## src/rtl/lcd_tc_pkg.sv

```systemverilog
// Shared constants and types for the LCD timing controller.
// Assumes a 4-bit word-addressed register port with 32-bit data.
package lcd_tc_pkg;
    localparam int FIELD_W = 16;
    localparam int ADDR_W  = 4;
    localparam int DATA_W  = 32;
    localparam int PIX_W   = 24;

    typedef enum logic [ADDR_W-1:0] {
        A_SYNCW    = 4'd0,
        A_VPORCH   = 4'd1,
        A_HPORCH   = 4'd2,
        A_ACTIVE   = 4'd3,
        A_CLKCFG   = 4'd4,
        A_OUTCFG   = 4'd5,
        A_STG_ON   = 4'd6,
        A_STG_OFF  = 4'd7,
        A_STG_STAT = 4'd8,
        A_IRQ_ON   = 4'd9,
        A_IRQ_OFF  = 4'd10,
        A_IRQ_MASK = 4'd11,
        A_IRQ_FLAG = 4'd12
    } reg_addr_e;

    localparam int ST_PCLK = 0;
    localparam int ST_SYNC = 1;
    localparam int ST_DISP = 2;

    typedef struct packed {
        logic [FIELD_W-1:0] vsw_m1;
        logic [FIELD_W-1:0] hsw_m1;
        logic [FIELD_W-1:0] vbp;
        logic [FIELD_W-1:0] vfp_m1;
        logic [FIELD_W-1:0] hbp_m1;
        logic [FIELD_W-1:0] hfp_m1;
        logic [FIELD_W-1:0] vact_m1;
        logic [FIELD_W-1:0] hact_m1;
    } timing_cfg_t;
endpackage

```

## src/rtl/lcd_tc_regs.sv

```systemverilog
// Register file: timing words, clock/output config, stage requests
// (set/clear pair), irq mask (set/clear pair) and the sticky frame flag.
// Assumes single-cycle write and read strobes; reads are combinational.
module lcd_tc_regs
    import lcd_tc_pkg::*;
#(
    parameter int DIV_W = 8
) (
    input  logic                 clk,
    input  logic                 rst_n,
    input  logic                 we,
    input  logic                 re,
    input  logic [ADDR_W-1:0]    addr,
    input  logic [DATA_W-1:0]    wdata,
    output logic [DATA_W-1:0]    rdata,
    input  logic [2:0]           stage_stat,
    input  logic                 sof_set,
    output timing_cfg_t          cfg,
    output logic [DIV_W-1:0]     div_val,
    output logic                 src_fast,
    output logic                 hs_inv,
    output logic                 vs_inv,
    output logic [1:0]           out_mode,
    output logic [2:0]           stage_req,
    output logic                 irq_mask,
    output logic                 sof_flag
);
    localparam int DIV_LSB = 8;

    // Configuration words, requests and mask, written from the port.
    always_ff @(posedge clk) begin
        if (!rst_n) begin
            cfg       <= '0;
            div_val   <= '0;
            src_fast  <= 1'b0;
            hs_inv    <= 1'b0;
            vs_inv    <= 1'b0;
            out_mode  <= 2'd0;
            stage_req <= 3'b000;
            irq_mask  <= 1'b0;
        end else if (we) begin
            case (addr)
                A_SYNCW:   {cfg.vsw_m1, cfg.hsw_m1}   <= wdata;
                A_VPORCH:  {cfg.vbp, cfg.vfp_m1}      <= wdata;
                A_HPORCH:  {cfg.hbp_m1, cfg.hfp_m1}   <= wdata;
                A_ACTIVE:  {cfg.vact_m1, cfg.hact_m1} <= wdata;
                A_CLKCFG: begin
                    src_fast <= wdata[0];
                    div_val  <= wdata[DIV_LSB +: DIV_W];
                end
                A_OUTCFG: begin
                    hs_inv   <= wdata[0];
                    vs_inv   <= wdata[1];
                    out_mode <= wdata[9:8];
                end
                A_STG_ON:  stage_req <= stage_req | wdata[2:0];
                A_STG_OFF: stage_req <= stage_req & ~wdata[2:0];
                A_IRQ_ON:  if (wdata[0]) irq_mask <= 1'b1;
                A_IRQ_OFF: if (wdata[0]) irq_mask <= 1'b0;
                default: ;
            endcase
        end
    end

    // Sticky start-of-frame flag; a new frame wins over a clearing read.
    always_ff @(posedge clk) begin
        if (!rst_n)
            sof_flag <= 1'b0;
        else if (sof_set)
            sof_flag <= 1'b1;
        else if (re && addr == A_IRQ_FLAG)
            sof_flag <= 1'b0;
    end

    // Read multiplexer.
    always_comb begin
        rdata = '0;
        case (addr)
            A_SYNCW:    rdata = {cfg.vsw_m1, cfg.hsw_m1};
            A_VPORCH:   rdata = {cfg.vbp, cfg.vfp_m1};
            A_HPORCH:   rdata = {cfg.hbp_m1, cfg.hfp_m1};
            A_ACTIVE:   rdata = {cfg.vact_m1, cfg.hact_m1};
            A_CLKCFG:   begin
                rdata[0] = src_fast;
                rdata[DIV_LSB +: DIV_W] = div_val;
            end
            A_OUTCFG:   rdata = {22'd0, out_mode, 6'd0, vs_inv, hs_inv};
            A_STG_STAT: rdata = {29'd0, stage_stat};
            A_IRQ_MASK: rdata = {31'd0, irq_mask};
            A_IRQ_FLAG: rdata = {31'd0, sof_flag};
            default:    rdata = '0;
        endcase
    end
endmodule

```

## src/rtl/lcd_tc_clkdiv.sv

```systemverilog
// Pixel-rate divider and pixel-clock stage. Produces a wrap pulse every
// period (D or 2*D system cycles, D clamped to at least 2); the stage's
// running bit follows its request only at a wrap.
module lcd_tc_clkdiv #(
    parameter int DIV_W = 8
) (
    input  logic             clk,
    input  logic             rst_n,
    input  logic [DIV_W-1:0] div_val,
    input  logic             src_fast,
    input  logic             pclk_req,
    output logic             wrap,
    output logic             pclk_on
);
    localparam int CNT_W = DIV_W + 1;

    logic [DIV_W-1:0] eff_div;
    logic [CNT_W-1:0] period;
    logic [CNT_W-1:0] cnt;

    // Effective period from divisor and source select.
    always_comb begin
        eff_div = (div_val < DIV_W'(2)) ? DIV_W'(2) : div_val;
        period  = src_fast ? {1'b0, eff_div} : {eff_div, 1'b0};
        wrap    = (cnt >= period - CNT_W'(1));
    end

    // Free-running period counter.
    always_ff @(posedge clk) begin
        if (!rst_n)       cnt <= '0;
        else if (wrap)    cnt <= '0;
        else              cnt <= cnt + CNT_W'(1);
    end

    // Pixel-clock stage status, updated only at a period boundary.
    always_ff @(posedge clk) begin
        if (!rst_n)    pclk_on <= 1'b0;
        else if (wrap) pclk_on <= pclk_req;
    end
endmodule

```

## src/rtl/lcd_tc_stages.sv

```systemverilog
// Sync and display stage status. Each follows its request at a frame
// edge, and may only start while the preceding stage is running.
module lcd_tc_stages (
    input  logic clk,
    input  logic rst_n,
    input  logic sync_req,
    input  logic disp_req,
    input  logic pclk_on,
    input  logic frame_edge,
    output logic sync_on,
    output logic disp_on
);
    // Boundary-aligned, predecessor-gated stage updates.
    always_ff @(posedge clk) begin
        if (!rst_n) begin
            sync_on <= 1'b0;
            disp_on <= 1'b0;
        end else if (frame_edge) begin
            sync_on <= sync_req & pclk_on;
            disp_on <= disp_req & sync_on;
        end
    end
endmodule

```

## src/rtl/lcd_tc_timing.sv

```systemverilog
// Line/frame counters and panel outputs. Each line and frame runs sync,
// back porch, active, front porch. Counters hold at zero while sync stops.
// Assumes config changes are tolerated mid-frame (counters clamp at >=).
module lcd_tc_timing
    import lcd_tc_pkg::*;
(
    input  logic              clk,
    input  logic              rst_n,
    input  timing_cfg_t       cfg,
    input  logic              pix_tick,
    input  logic              sync_on,
    input  logic              disp_on,
    input  logic              hs_inv,
    input  logic              vs_inv,
    input  logic [1:0]        out_mode,
    input  logic [PIX_W-1:0]  pix_in,
    output logic              frame_edge,
    output logic              hsync,
    output logic              vsync,
    output logic              de,
    output logic [PIX_W-1:0]  rgb
);
    localparam int CNT_W = FIELD_W + 3;
    localparam int NCH   = 3;
    localparam int LANE  = PIX_W / NCH;

    logic [CNT_W-1:0] hcnt, vcnt;
    logic [CNT_W-1:0] h_bp_end, h_act_end, h_tot, v_bp_end, v_act_end, v_tot;
    logic [CNT_W-1:0] hsw, vsw;
    logic             h_last, v_last, in_act;

    // Region boundaries from the stored (mostly minus-one) fields.
    always_comb begin
        hsw       = CNT_W'(cfg.hsw_m1) + CNT_W'(1);
        vsw       = CNT_W'(cfg.vsw_m1) + CNT_W'(1);
        h_bp_end  = hsw + CNT_W'(cfg.hbp_m1) + CNT_W'(1);
        h_act_end = h_bp_end + CNT_W'(cfg.hact_m1) + CNT_W'(1);
        h_tot     = h_act_end + CNT_W'(cfg.hfp_m1) + CNT_W'(1);
        v_bp_end  = vsw + CNT_W'(cfg.vbp);
        v_act_end = v_bp_end + CNT_W'(cfg.vact_m1) + CNT_W'(1);
        v_tot     = v_act_end + CNT_W'(cfg.vfp_m1) + CNT_W'(1);
        h_last    = (hcnt >= h_tot - CNT_W'(1));
        v_last    = (vcnt >= v_tot - CNT_W'(1));
        frame_edge = pix_tick & (~sync_on | (h_last & v_last));
    end

    // Position counters advance once per pixel tick.
    always_ff @(posedge clk) begin
        if (!rst_n) begin
            hcnt <= '0;
            vcnt <= '0;
        end else if (pix_tick) begin
            if (frame_edge) begin
                hcnt <= '0;
                vcnt <= '0;
            end else if (h_last) begin
                hcnt <= '0;
                vcnt <= vcnt + CNT_W'(1);
            end else begin
                hcnt <= hcnt + CNT_W'(1);
            end
        end
    end

    // Sync pulses and data enable.
    always_comb begin
        hsync  = (sync_on & (hcnt < hsw)) ^ hs_inv;
        vsync  = (sync_on & (vcnt < vsw)) ^ vs_inv;
        in_act = (hcnt >= h_bp_end) & (hcnt < h_act_end) &
                 (vcnt >= v_bp_end) & (vcnt < v_act_end);
        de     = disp_on & sync_on & in_act;
    end

    // Kept bits per lane (lane 0 = blue, 1 = green, 2 = red).
    function automatic int lane_bits(input int lane, input logic [1:0] mode);
        case (mode)
            2'd0:    return 4;
            2'd1:    return (lane == 1) ? 6 : 5;
            2'd2:    return 6;
            default: return 8;
        endcase
    endfunction

    // Per-lane depth masking and gating.
    for (genvar g = 0; g < NCH; g++) begin : g_lane
        logic [LANE-1:0] keep;
        always_comb begin
            keep = {LANE{1'b1}} << (LANE - lane_bits(g, out_mode));
            rgb[g*LANE +: LANE] = de ? (pix_in[g*LANE +: LANE] & keep) : '0;
        end
    end
endmodule

```

## src/rtl/lcd_timing_ctrl.sv

```systemverilog
// Top level of the LCD panel timing controller: register file, pixel
// divider, staged enables and timing generator. Single system clock; the
// pixel rate is a clock enable (pix_ce).
module lcd_timing_ctrl
    import lcd_tc_pkg::*;
#(
    parameter int DIV_W = 8
) (
    input  logic              clk,
    input  logic              rst_n,
    input  logic              reg_we,
    input  logic              reg_re,
    input  logic [3:0]        reg_addr,
    input  logic [31:0]       reg_wdata,
    output logic [31:0]       reg_rdata,
    input  logic [23:0]       pix_in,
    output logic              pix_ce,
    output logic              hsync,
    output logic              vsync,
    output logic              de,
    output logic [23:0]       rgb,
    output logic              irq
);
    timing_cfg_t      cfg;
    logic [DIV_W-1:0] div_val;
    logic             src_fast, hs_inv, vs_inv;
    logic [1:0]       out_mode;
    logic [2:0]       stage_req, stage_stat;
    logic             irq_mask, sof_flag, sof_set;
    logic             wrap, pclk_on, sync_on, disp_on, frame_edge;

    lcd_tc_regs #(.DIV_W(DIV_W)) u_regs (
        .clk(clk), .rst_n(rst_n), .we(reg_we), .re(reg_re),
        .addr(reg_addr), .wdata(reg_wdata), .rdata(reg_rdata),
        .stage_stat(stage_stat), .sof_set(sof_set), .cfg(cfg),
        .div_val(div_val), .src_fast(src_fast), .hs_inv(hs_inv),
        .vs_inv(vs_inv), .out_mode(out_mode), .stage_req(stage_req),
        .irq_mask(irq_mask), .sof_flag(sof_flag)
    );

    lcd_tc_clkdiv #(.DIV_W(DIV_W)) u_div (
        .clk(clk), .rst_n(rst_n), .div_val(div_val), .src_fast(src_fast),
        .pclk_req(stage_req[ST_PCLK]), .wrap(wrap), .pclk_on(pclk_on)
    );

    lcd_tc_stages u_stg (
        .clk(clk), .rst_n(rst_n), .sync_req(stage_req[ST_SYNC]),
        .disp_req(stage_req[ST_DISP]), .pclk_on(pclk_on),
        .frame_edge(frame_edge), .sync_on(sync_on), .disp_on(disp_on)
    );

    lcd_tc_timing u_tim (
        .clk(clk), .rst_n(rst_n), .cfg(cfg), .pix_tick(pix_ce),
        .sync_on(sync_on), .disp_on(disp_on), .hs_inv(hs_inv),
        .vs_inv(vs_inv), .out_mode(out_mode), .pix_in(pix_in),
        .frame_edge(frame_edge), .hsync(hsync), .vsync(vsync),
        .de(de), .rgb(rgb)
    );

    // Glue: pixel tick, stage status word, frame-start event, interrupt.
    always_comb begin
        pix_ce     = wrap & pclk_on;
        stage_stat = {disp_on, sync_on, pclk_on};
        sof_set    = frame_edge & stage_req[ST_SYNC] & pclk_on;
        irq        = sof_flag & irq_mask;
    end
endmodule

```

## config.mk

```make
export PLATFORM = sky130hd
export DESIGN_NAME = lcd_timing_ctrl
export DESIGN_NICKNAME = d
export VERILOG_FILES = /design/src/rtl/lcd_tc_pkg.sv /design/src/rtl/lcd_tc_regs.sv /design/src/rtl/lcd_tc_clkdiv.sv /design/src/rtl/lcd_tc_stages.sv /design/src/rtl/lcd_tc_timing.sv /design/src/rtl/lcd_timing_ctrl.sv
export SDC_FILE = /design/constraint.sdc
export NUM_CORES = 1
export LEC_CHECK = 0
export BUFFER_PORTS_ARGS = -buffer_cell sky130_fd_sc_hd__buf_2
export CAP_MARGIN = 40
export CELL_PAD_IN_SITES_DETAIL_PLACEMENT = 1
export CELL_PAD_IN_SITES_GLOBAL_PLACEMENT = 1
export CORE_MARGIN = 5
export CORE_UTILIZATION = 47
export DETAILED_ROUTE_END_ITERATION = 10
export HOLD_SLACK_MARGIN = 0.02
export PLACE_DENSITY_LB_ADDON = 0.1
export SLEW_MARGIN = 15
export SYNTH_ARGS = -nofsm -noshare
export SYNTH_HDL_FRONTEND = slang
export SYNTH_SLANG_ARGS = --single-unit
```

## constraint.sdc

```tcl
create_clock -name clk -period 8 [get_ports clk]
set_input_delay 1.6 -clock clk [delete_from_list [all_inputs] [get_ports clk]]
set_output_delay 1.6 -clock clk [all_outputs]
set_load 0.05 [all_outputs]
```

==> impl_metrics.csv, run 1 <==
group,metric,value,unit
cts,clock-root-buffer,"clkbuf_16",
worst_setup_path,crit_path_end_kind,"output port",
timing,setup_viol,25,
timing,drv_slew,0,
route,drtAntennaViolNets,0,
worst_setup_path,cp-start-kind,"flip-flop",
timing,finClkSkew,25.4,ps
grt,grt_pass1_vias,18929,
synth,syn_avg_cell_area,7.78,sq um
cts,cts_made_buffers,17,
route,route.detailed.drc,0,
cts,cts.path.max_buffers,2,
placed_design,gp_congestion,0.910,
die,num_rows,70,
finish,finalNetCount,2835,
die,io_pins,125,
worst_setup_path,critical_path_class,"flip-flop to output port",
grt,grt-ovfl-total,0,
synth,netlist_area,17500,sq um
pwr,power_density,101,nW/um^2
synth,yosys-top-cells-area,"dfxtp_1 22%, ha_1 19%, nand2_1 8.2%",
timing,grt_setup_unrepaired,"yes",
grt,track_usage,0.338,
worst_setup_path,critical_path.slowest_cell,"dfxtp_2",
route,drtPass1Iterations,5,
grt,grt_pass1_wl,109,mm
worst_setup_path,cp.required,6400,ps
cts,clock_sinks,196,
outcome,status,"finished with violations",
cts,cts_hold_buf,0,
die,die_h,203,um
timing,max-slew-margin-rel,0.391,
finish,fillers,4453,
worst_setup_path,rrSetupSlack,90,ps
synth,syn-num-nets,2590,
cts,htree_levels,4,
finish,fin_util,0.593,
finish,synthToLayoutAreaGrowth,24.1,%
timing,layout_setup_ws,-284,ps
worst_setup_path,critPathArrivalTime,6680,ps
die,start_util,0.478,
route,vias_per_cell,6.11,
synth,synth_top_area_cell,"dfxtp_1",
synth,post-synth-top-count-cell,"nand2_1",
worst_setup_path,worstPathMaxFanout,6,
route,vias,18213,
placed_design,hpwlAfterDp,52.2,mm
pwr,irDropWorstVdd,151,uV
run,maxCapViolCount,0,
placed_design,port_buffers,124,
synth,synthCells,2253,
worst_setup_path,max_stage_delay,360,ps
pwr,p_leak,9.70,nW
cts,clock_latency,500,ps
route,wl_per_cell,24.6,um
timing,fin_crit,8280,ps
cts,cts_tree,"done",
timing,tns,-5510,ps
die,core_region_area,36700,sq um
synth,synth_cell_types,78,
hold_path,hold_class,"flip-flop to flip-flop",
die,die-area,41200,sq um
worst_setup_path,path_common_cell,"buf_4",
grt,antenna_found_initial,1,
timing,tightestPinTransition,890,ps
route,finalWirelength,73.3,mm
synth,synth_ff_type,"dfxtp_1",
synth,ys_ff_latch,196,
outcome,violations,"setup timing",
timing,hold_viol_final,0,
timing,maxClockFrequency,121,MHz
finish,drive_gt1_frac,0.208,
synth,yosysTopAreaCellShare,0.224,
cts,path_clk_slew,80,ps
placed_design,dp_cells,2842,
grt,grt_max_degree,61,
timing,post-route-period-util,1.04,
synth,synthTopCellsByCount,"385 x nand2_1, 267 x ha_1, 196 x dfxtp_1",
synth,yosysWarnings,0,
synth,synth_edf_count,0,
synth,async_flop_share,0,
synth,yosysSeqAreaShare,0.224,
finish,fin_cells,2982,
die,die_w,203,um
route,drt-initial-drc-count,1269,
-- cell families (layout without fill, tap and decap cells) --
group                    count (synthesis)  in the layout  synth area share
AO/OA/AOI/OAI                          593            593             0.234
adder cells (fa/ha/maj)                273            273             0.197
XOR/XNOR                               148            148            0.0755
AND/OR/NAND/NOR                        806            806             0.215
other                                    0              3                 0
buffers and inverters                  227            485            0.0487
multiplexers                            10             10           0.00578
flip-flops                             196            196             0.224
-- power by group --
group / switching [mW] / internal [mW] / leakage, nW
clock network: 0.473 / 0.424 / 0.281
registers: 0.0200 / 0.987 / 1.59
logic: 0.180 / 0.117 / 7.83
-- final timing paths --
check                        from              to  depth (start not counted)
setup / recovery   u_regs.cfg[98]          rgb[5]                         34
hold / removal     u_regs.cfg[16]  u_regs.cfg[16]                          2
setup reg to reg  u_regs.cfg[112]   u_tim.vcnt[9]                         34
hold reg to reg    u_regs.cfg[16]  u_regs.cfg[16]                          2
-- layout make-up --
cell class,instances,area [sq um],area share
clock inverters,13,135,0.00621
well taps,468,586,0.0269
diodes,3,7.51,0.000345
multi-input cells,1830,13800,0.633
clock buffers,19,443,0.0204
flip-flops and latches,196,3940,0.181
repair buffers,307,2320,0.107
inverters,146,548,0.0252
-- cells in the final DEF (no fill, tap or decap), types with 11 or more instances in the layout --
cell type,n
a31oi_1,13
xnor2_2,12
o21ai_0,59
nand2b_1,34
o21bai_1,12
ha_1,246
clkbuf_16,17
xor2_1,68
a22oi_1,65
inv_1,145
nand3_1,60
and3_1,24
nor2_1,99
a21boi_0,144
a21oi_1,86
buf_6,27
nor3_1,28
nor2b_1,30
and2_1,23
buf_4,168
buf_2,98
nand2_1,374
o211ai_1,11
or3_1,12
xnor2_1,57
a21o_1,52
nand4_1,22
ha_4,13
dfxtp_1,185
and4_1,13
o21a_1,42
a21oi_2,22
-- metal layers --
layer  routed length, um  vias to the layer above  GRT usage
li1                    -                     8411          -
met1               31700                     9038      0.441
met2               33700                      600      0.546
met3                4630                      164     0.0664
met4                3320                        0      0.147
met5                   0                        -          0
-- flip-flops by register name, summed over array words and instances (netlist names), 2 cells and up, named ones only --
signal and cells:
u_div.cnt 9, u_regs.cfg 128, u_tim.vcnt 19, u_regs.div_val 8, u_regs.out_mode 2, u_tim.hcnt 19
-- through the flow --
stage               instance area [sq um]  setup slack (ps)  total power [mW]  hold slack [ps]
global placement                    19000              2.61              1.28              469
CTS                                 21300              -140              2.18              489
global route                        21700              -496              2.27              522
detailed placement                  19100              -245              1.29              478
floorplan                           17500              25.7              1.19              447
finish                              21700              -284              2.20              488
-- worst max-delay path, delay by kind of cell, from the launching register on --
kind | cells | cell delay [ps]
buffers and inverters | 8 | 1080
flip-flops | 1 | 360
AO/OA/AOI/OAI | 8 | 1700
AND/OR/NAND/NOR | 13 | 1760
adder cells (fa/ha/maj) | 3 | 970
XOR/XNOR | 2 | 320
-- timing repair --
action	in CTS	in global routing
endpoints found under the setup margin	25	67
gates cloned	2	0
setup buffers	86	19
pin swaps	94	42
resized for setup	201	71
(Power assumes the default switching activity.)
==> inputs of run 2 (changes only) <==
SETUP_SLACK_MARGIN = 0.15   (was unset)
clock period = 8.8 ns   (was 8 ns; I/O delays follow)
==> run 2 against run 1 <==
Net effect: the flow now finishes without violations; core utilization shrank 3.2 points; sequential share of layout area grew 1.1 points; sequential power shrank 9%; die area is the same; register-to-register slack gained 570 ps; sequential cell count is the same; worst setup slack gained 570 ps; design area shrank 5.4%; largest cell class unchanged.
==> impl_metrics.csv, run 2 (synthesis gave the netlist of run 1 again) <==
group,metric,value,unit
die,io_pins,125,
finish,finalNetCount,2725,
route,drtPass1Iterations,5,
timing,hold_viol_final,0,
grt,grt_pass1_vias,17580,
placed_design,port_buffers,124,
pwr,pwr-share-seq,0.438,
hold_path,holdPathStages,2,
die,die_h,203,um
cts,htree_levels,4,
die,num_rows,70,
placed_design,gp_congestion,0.934,
die,start_util,0.478,
route,route.detailed.drc,0,
placed_design,pre_cts_slack,-23.6,ps
run,maxCapViolCount,0,
pwr,power_density,101,nW/um^2
timing,layout_setup_ws,285,ps
timing,finClkSkew,16.0,ps
pwr,p_leak,9.12,nW
finish,top_register,"u_regs.cfg",
pwr,intPower,1.49,mW
die,die-area,41200,sq um
worst_setup_path,critPathArrivalTime,6750,ps
cts,clock_sinks,196,
placed_design,placed_area,18700,sq um
timing,fin_crit,8510,ps
route,finalWirelength,67.9,mm
route,drtAntennaViolNets,0,
finish,design_area,20600,sq um
cts,cts_made_buffers,17,
worst_setup_path,path_common_cell,"a21oi_2",
die,core_region_area,36700,sq um
worst_setup_path,crit_path_end_kind,"output port",
timing,setup_viol,0,
worst_setup_path,critical_path_class,"flip-flop to output port",
die,die_w,203,um
timing,max-slew-margin-rel,0.406,
cts,path_clk_slew,80,ps
cts,clock-root-buffer,"clkbuf_16",
finish,layout_commonest_cell,"nand2_1",
finish,largest_reg_flops,128,
pwr,comb_power_share,0.119,
timing,grt_setup_unrepaired,"yes",
grt,grt-ovfl-total,0,
grt,antenna_found_initial,1,
grt,grt_max_degree,61,
timing,maxClockFrequency,117,MHz
pwr,power,2.09,mW
worst_setup_path,critical_path.slowest_cell,"dfxtp_4",
cts,cts_tree,"done",
timing,whs,495,ps
finish,final_cell_mix,"378 x nand2_1, 255 x ha_1, 186 x dfxtp_1",
cts,cts.path.max_buffers,2,
worst_setup_path,cp-start-kind,"flip-flop",
worst_setup_path,cp.required,7040,ps
cts,cts_hold_buf,0,
grt,grt_pass1_wl,101,mm
pwr,p_clk_frac,0.443,
route,vias,17514,
route,wl_per_cell,23.7,um
worst_setup_path,worstPathMaxFanout,12,
pwr,swShare,0.285,
timing,post-route-period-util,0.968,
grt,track_usage,0.312,
route,vias_per_cell,6.10,
cts,clock_latency,490,ps
worst_setup_path,reg2reg_depth,30,
finish,drive_gt1_frac,0.152,
finish,synthToLayoutAreaGrowth,17.4,%
pwr,irDropWorstVdd,156,uV
hold_path,hold_class,"flip-flop to flip-flop",
outcome,status,"complete, no violations",
timing,tightestPinTransition,891,ps
timing,drv_slew,0,
pwr,netSwitchingPower,0.596,mW
finish,fin_util,0.561,
worst_setup_path,max_stage_delay,410,ps
finish,largest_registers,"u_regs.cfg: 128 flops, u_tim.hcnt: 19 flops, u_tim.vcnt: 19 flops",
route,drt-initial-drc-count,1146,
placed_design,hpwlAfterDp,50.7,mm
## run 2: per-stage QoR
stage | instances | TNS (ps)
after global routing | 2869 | 0
after global placement | 2782 | 0
after CTS | 2825 | 0
final | 2870 | 0
after floorplan | 2253 | 0
after detailed placement | 2788 | -77.7
## run 2: repair_timing
item | 4_1_cts | 5_1_grt
pin swaps | 7 | 38
cloned | 0 | 2
buffers inserted | 5 | 42
resized for setup | 50 | 113
endpoints found under the setup margin | 25 | 26
endpoints found under the hold margin | 0 | 0
## run 2: area by class of cell
class / count / area [sq um]
Inverter: 146 / 548
Fill cell: 4429 / 16100
Multi-Input combinational cell: 1830 / 13500
Clock buffer: 18 / 439
Timing Repair Buffer: 197 / 1350
Clock inverter: 14 / 238
Tap cell: 468 / 586
Antenna cell: 1 / 2.50
Sequential cell: 196 / 3960
## run 2: final timing paths
| check | start | endpoint | slack [ps] |
|---|---|---|---|
| max reg2reg | u_regs.cfg[96] | u_tim.vcnt[8] | 660 |
| min | u_regs.cfg[45] | u_regs.cfg[45] | 500 |
| min reg2reg | u_regs.cfg[45] | u_regs.cfg[45] | 500 |
| max | u_regs.cfg[112] | rgb[0] | 290 |
## run 2: metal layers
layer	GRT usage	wire length, um	part of all wire	vias to the layer above
li1	-	-	-	8206
met1	0.430	30900	0.45	8712
met2	0.502	31000	0.46	499
met3	0.0521	3980	0.059	97
met4	0.0947	1990	0.029	0
met5	0	0	0	-
## run 2: worst max-delay path: cells and delay by family (launching register included)
| family | cells | cell delay, ps |
|---|---|---|
| AO/OA/AOI/OAI | 13 | 2560 |
| XOR/XNOR | 3 | 640 |
| adder cells (fa/ha/maj) | 4 | 1140 |
| buffers and inverters | 3 | 510 |
| flip-flops | 1 | 410 |
| AND/OR/NAND/NOR | 7 | 970 |
## run 2: power by group through the flow
stage / Sequential, mW / Clock, mW / Combinational, mW
final: 0.915 / 0.924 / 0.248
after global routing: 0.916 / 0.972 / 0.272
after CTS: 0.916 / 0.932 / 0.237
after detailed placement: 0.937 / 0 / 0.234
after global placement: 0.936 / 0 / 0.223
after floorplan: 0.928 / 0 / 0.152
==> inputs of run 3 (changes only) <==
CORE_MARGIN = 8   (was 5)
CORE_UTILIZATION = 50   (was 47)
clock period = 10.9 ns   (was 8.8 ns; I/O delays follow)
==> run 3 against run 2 <==
Net effect: total power is 22% lower; clock skew rose by 2.6 ps; critical endpoint is now rgb[9]; die area up 0.11%; critical path type unchanged; first-iteration DRC count is 5.7% lower; critical path depth unchanged; highest routed layer is now met5.
==> impl_metrics.csv, run 3 (synthesis gave the netlist of run 1 again) <==
group,metric,value,unit
outcome,status,"complete, no violations",
timing,finClkSkew,18.6,ps
timing,setup_viol,0,
pwr,p_leak,8.62,nW
grt,grt_max_degree,81,
timing,drv_slew,0,
cts,cts_made_buffers,17,
finish,drive_gt1_frac,0.0891,
die,io_pins,125,
route,drtAntennaViolNets,0,
worst_setup_path,critical_path_class,"flip-flop to output port",
grt,grt_pass1_vias,17598,
grt,track_usage,0.311,
finish,synthToLayoutAreaGrowth,10.0,%
placed_design,gp_congestion,0.925,
cts,post-cts-setup-buffer-count,0,
finish,largest_registers,"u_regs.cfg: 128 flops, u_tim.hcnt: 19 flops, u_tim.vcnt: 19 flops",
finish,finalNetCount,2670,
timing,post-route-period-util,0.931,
die,core_region_area,34500,sq um
route,drt-initial-drc-count,1081,
grt,grt_pass1_wl,101,mm
hold_path,hold_class,"flip-flop to flip-flop",
finish,layout_commonest_cell,"nand2_1",
route,vias,17111,
worst_setup_path,path_common_cell,"ha_1",
route,finalWirelength,65.4,mm
grt,antenna_found_initial,2,
placed_design,dp_cells,2768,
placed_design,port_buffers,124,
worst_setup_path,crit_path_end_kind,"output port",
worst_setup_path,max_stage_delay,450,ps
die,die_h,203,um
worst_setup_path,cp-start-kind,"flip-flop",
timing,tns,0,ps
timing,tightestPinTransition,857,ps
finish,top_register,"u_regs.cfg",
run,maxCapViolCount,0,
cts,clock_latency,480,ps
die,die_w,203,um
cts,cts_resized,0,
cts,clock_sinks,196,
finish,largest_reg_flops,128,
worst_setup_path,cp.required,8720,ps
timing,fin_crit,10150,ps
cts,clock-root-buffer,"clkbuf_16",
pwr,power,1.63,mW
finish,fin_util,0.558,
grt,grt-ovfl-total,0,
route,route.detailed.drc,0,
cts,path_clk_slew,90,ps
timing,grt_setup_unrepaired,"no",
finish,n_antenna_cell,0,
pwr,irDropWorstVdd,124,uV
worst_setup_path,cp_top_family,"compound AO/OA/AOI/OAI gates",
cts,cts.path.max_buffers,2,
timing,maxClockFrequency,98.5,MHz
worst_setup_path,worstPathMaxFanout,25,
timing,hold_viol_final,0,
cts,cts_tree,"done",
worst_setup_path,critPathArrivalTime,7970,ps
finish,fin_cells,2801,
die,num_rows,68,
worst_setup_path,critical_path.slowest_cell,"dfxtp_1",
route,vias_per_cell,6.11,
worst_setup_path,crit_buf_inv,2,
cts,cts_hold_buf,0,
route,wl_per_cell,23.4,um
die,die-area,41300,sq um
cts,htree_levels,4,
timing,max-slew-margin-rel,0.424,
placed_design,hpwlAfterDp,50.6,mm
route,drtPass1Iterations,5,
finish,final_cell_mix,"381 x nand2_1, 267 x ha_1, 196 x dfxtp_1",
pwr,power_density,84.5,nW/um^2
die,start_util,0.507,
run 3: cell count changes in the layout (fill, tap and decap cells not counted), moves of 9 or more:
cell,before,now
buf_4,70,14
a21oi_2,18,1
xnor2_1,60,71
xnor2_2,12,1
a21oi_1,91,109
dfxtp_1,186,196
buf_2,108,123
ha_1,255,267
ha_4,9,0
run 3: area by class of cell:
class                      instances  area (sq um)
clock buffer                      18           439
inverter                         146           548
clock inverter                    14           186
timing repair buffer             142           827
fill                            4360         15300
multi-input combinational       1830         12800
sequential                       196          3920
tap                              455           569
run 3: power breakdown:
part,internal (mW),switching (mW),leakage (nW)
Combinational,0.0728,0.118,6.72
Clock,0.358,0.341,0.309
Sequential,0.725,0.0150,1.58
run 3: final timing paths:
check	start	endpoint	slack [ps]	cells after the start
worst max-delay path	u_regs.cfg[112]	rgb[9]	750	30
worst min-delay path	u_regs.cfg[48]	u_regs.cfg[48]	490	2
worst max register to register	u_regs.cfg[112]	u_tim.vcnt[11]	2040	33
worst min register to register	u_regs.cfg[48]	u_regs.cfg[48]	490	2
run 3: metal layers:
| metal | up-vias | global-route usage | part of all wire |
|---|---|---|---|
| met5 | - | 0 | 0.00023 |
| met4 | 2 | 0.0837 | 0.023 |
| met3 | 79 | 0.0414 | 0.053 |
| met2 | 441 | 0.512 | 0.46 |
| met1 | 8482 | 0.421 | 0.47 |
| li1 | 8107 | - | - |
run 3: per-stage QoR:
| step | instance area, sq um | setup WS [ps] | hold WS (ps) |
|---|---|---|---|
| 2_1_floorplan | 17500 | 2350 | 447 |
| 3_3_place_gp | 18500 | 1500 | 470 |
| 3_5_place_dp | 18600 | 1580 | 476 |
| 4_1_cts | 19300 | 846 | 490 |
| 5_1_grt | 19300 | 256 | 515 |
| 6_report | 19300 | 750 | 494 |
run 3: worst reg2reg max path, delay by kind of cell (launching register included):
| kind | cells | cell delay [ps] |
|---|---|---|
| xor gates and xnor gates | 2 | 390 |
| adders and majority gates | 5 | 1470 |
| DFF | 1 | 450 |
| and+or+nand+nor | 9 | 1870 |
| AOI/OAI and AO/OA | 17 | 4600 |
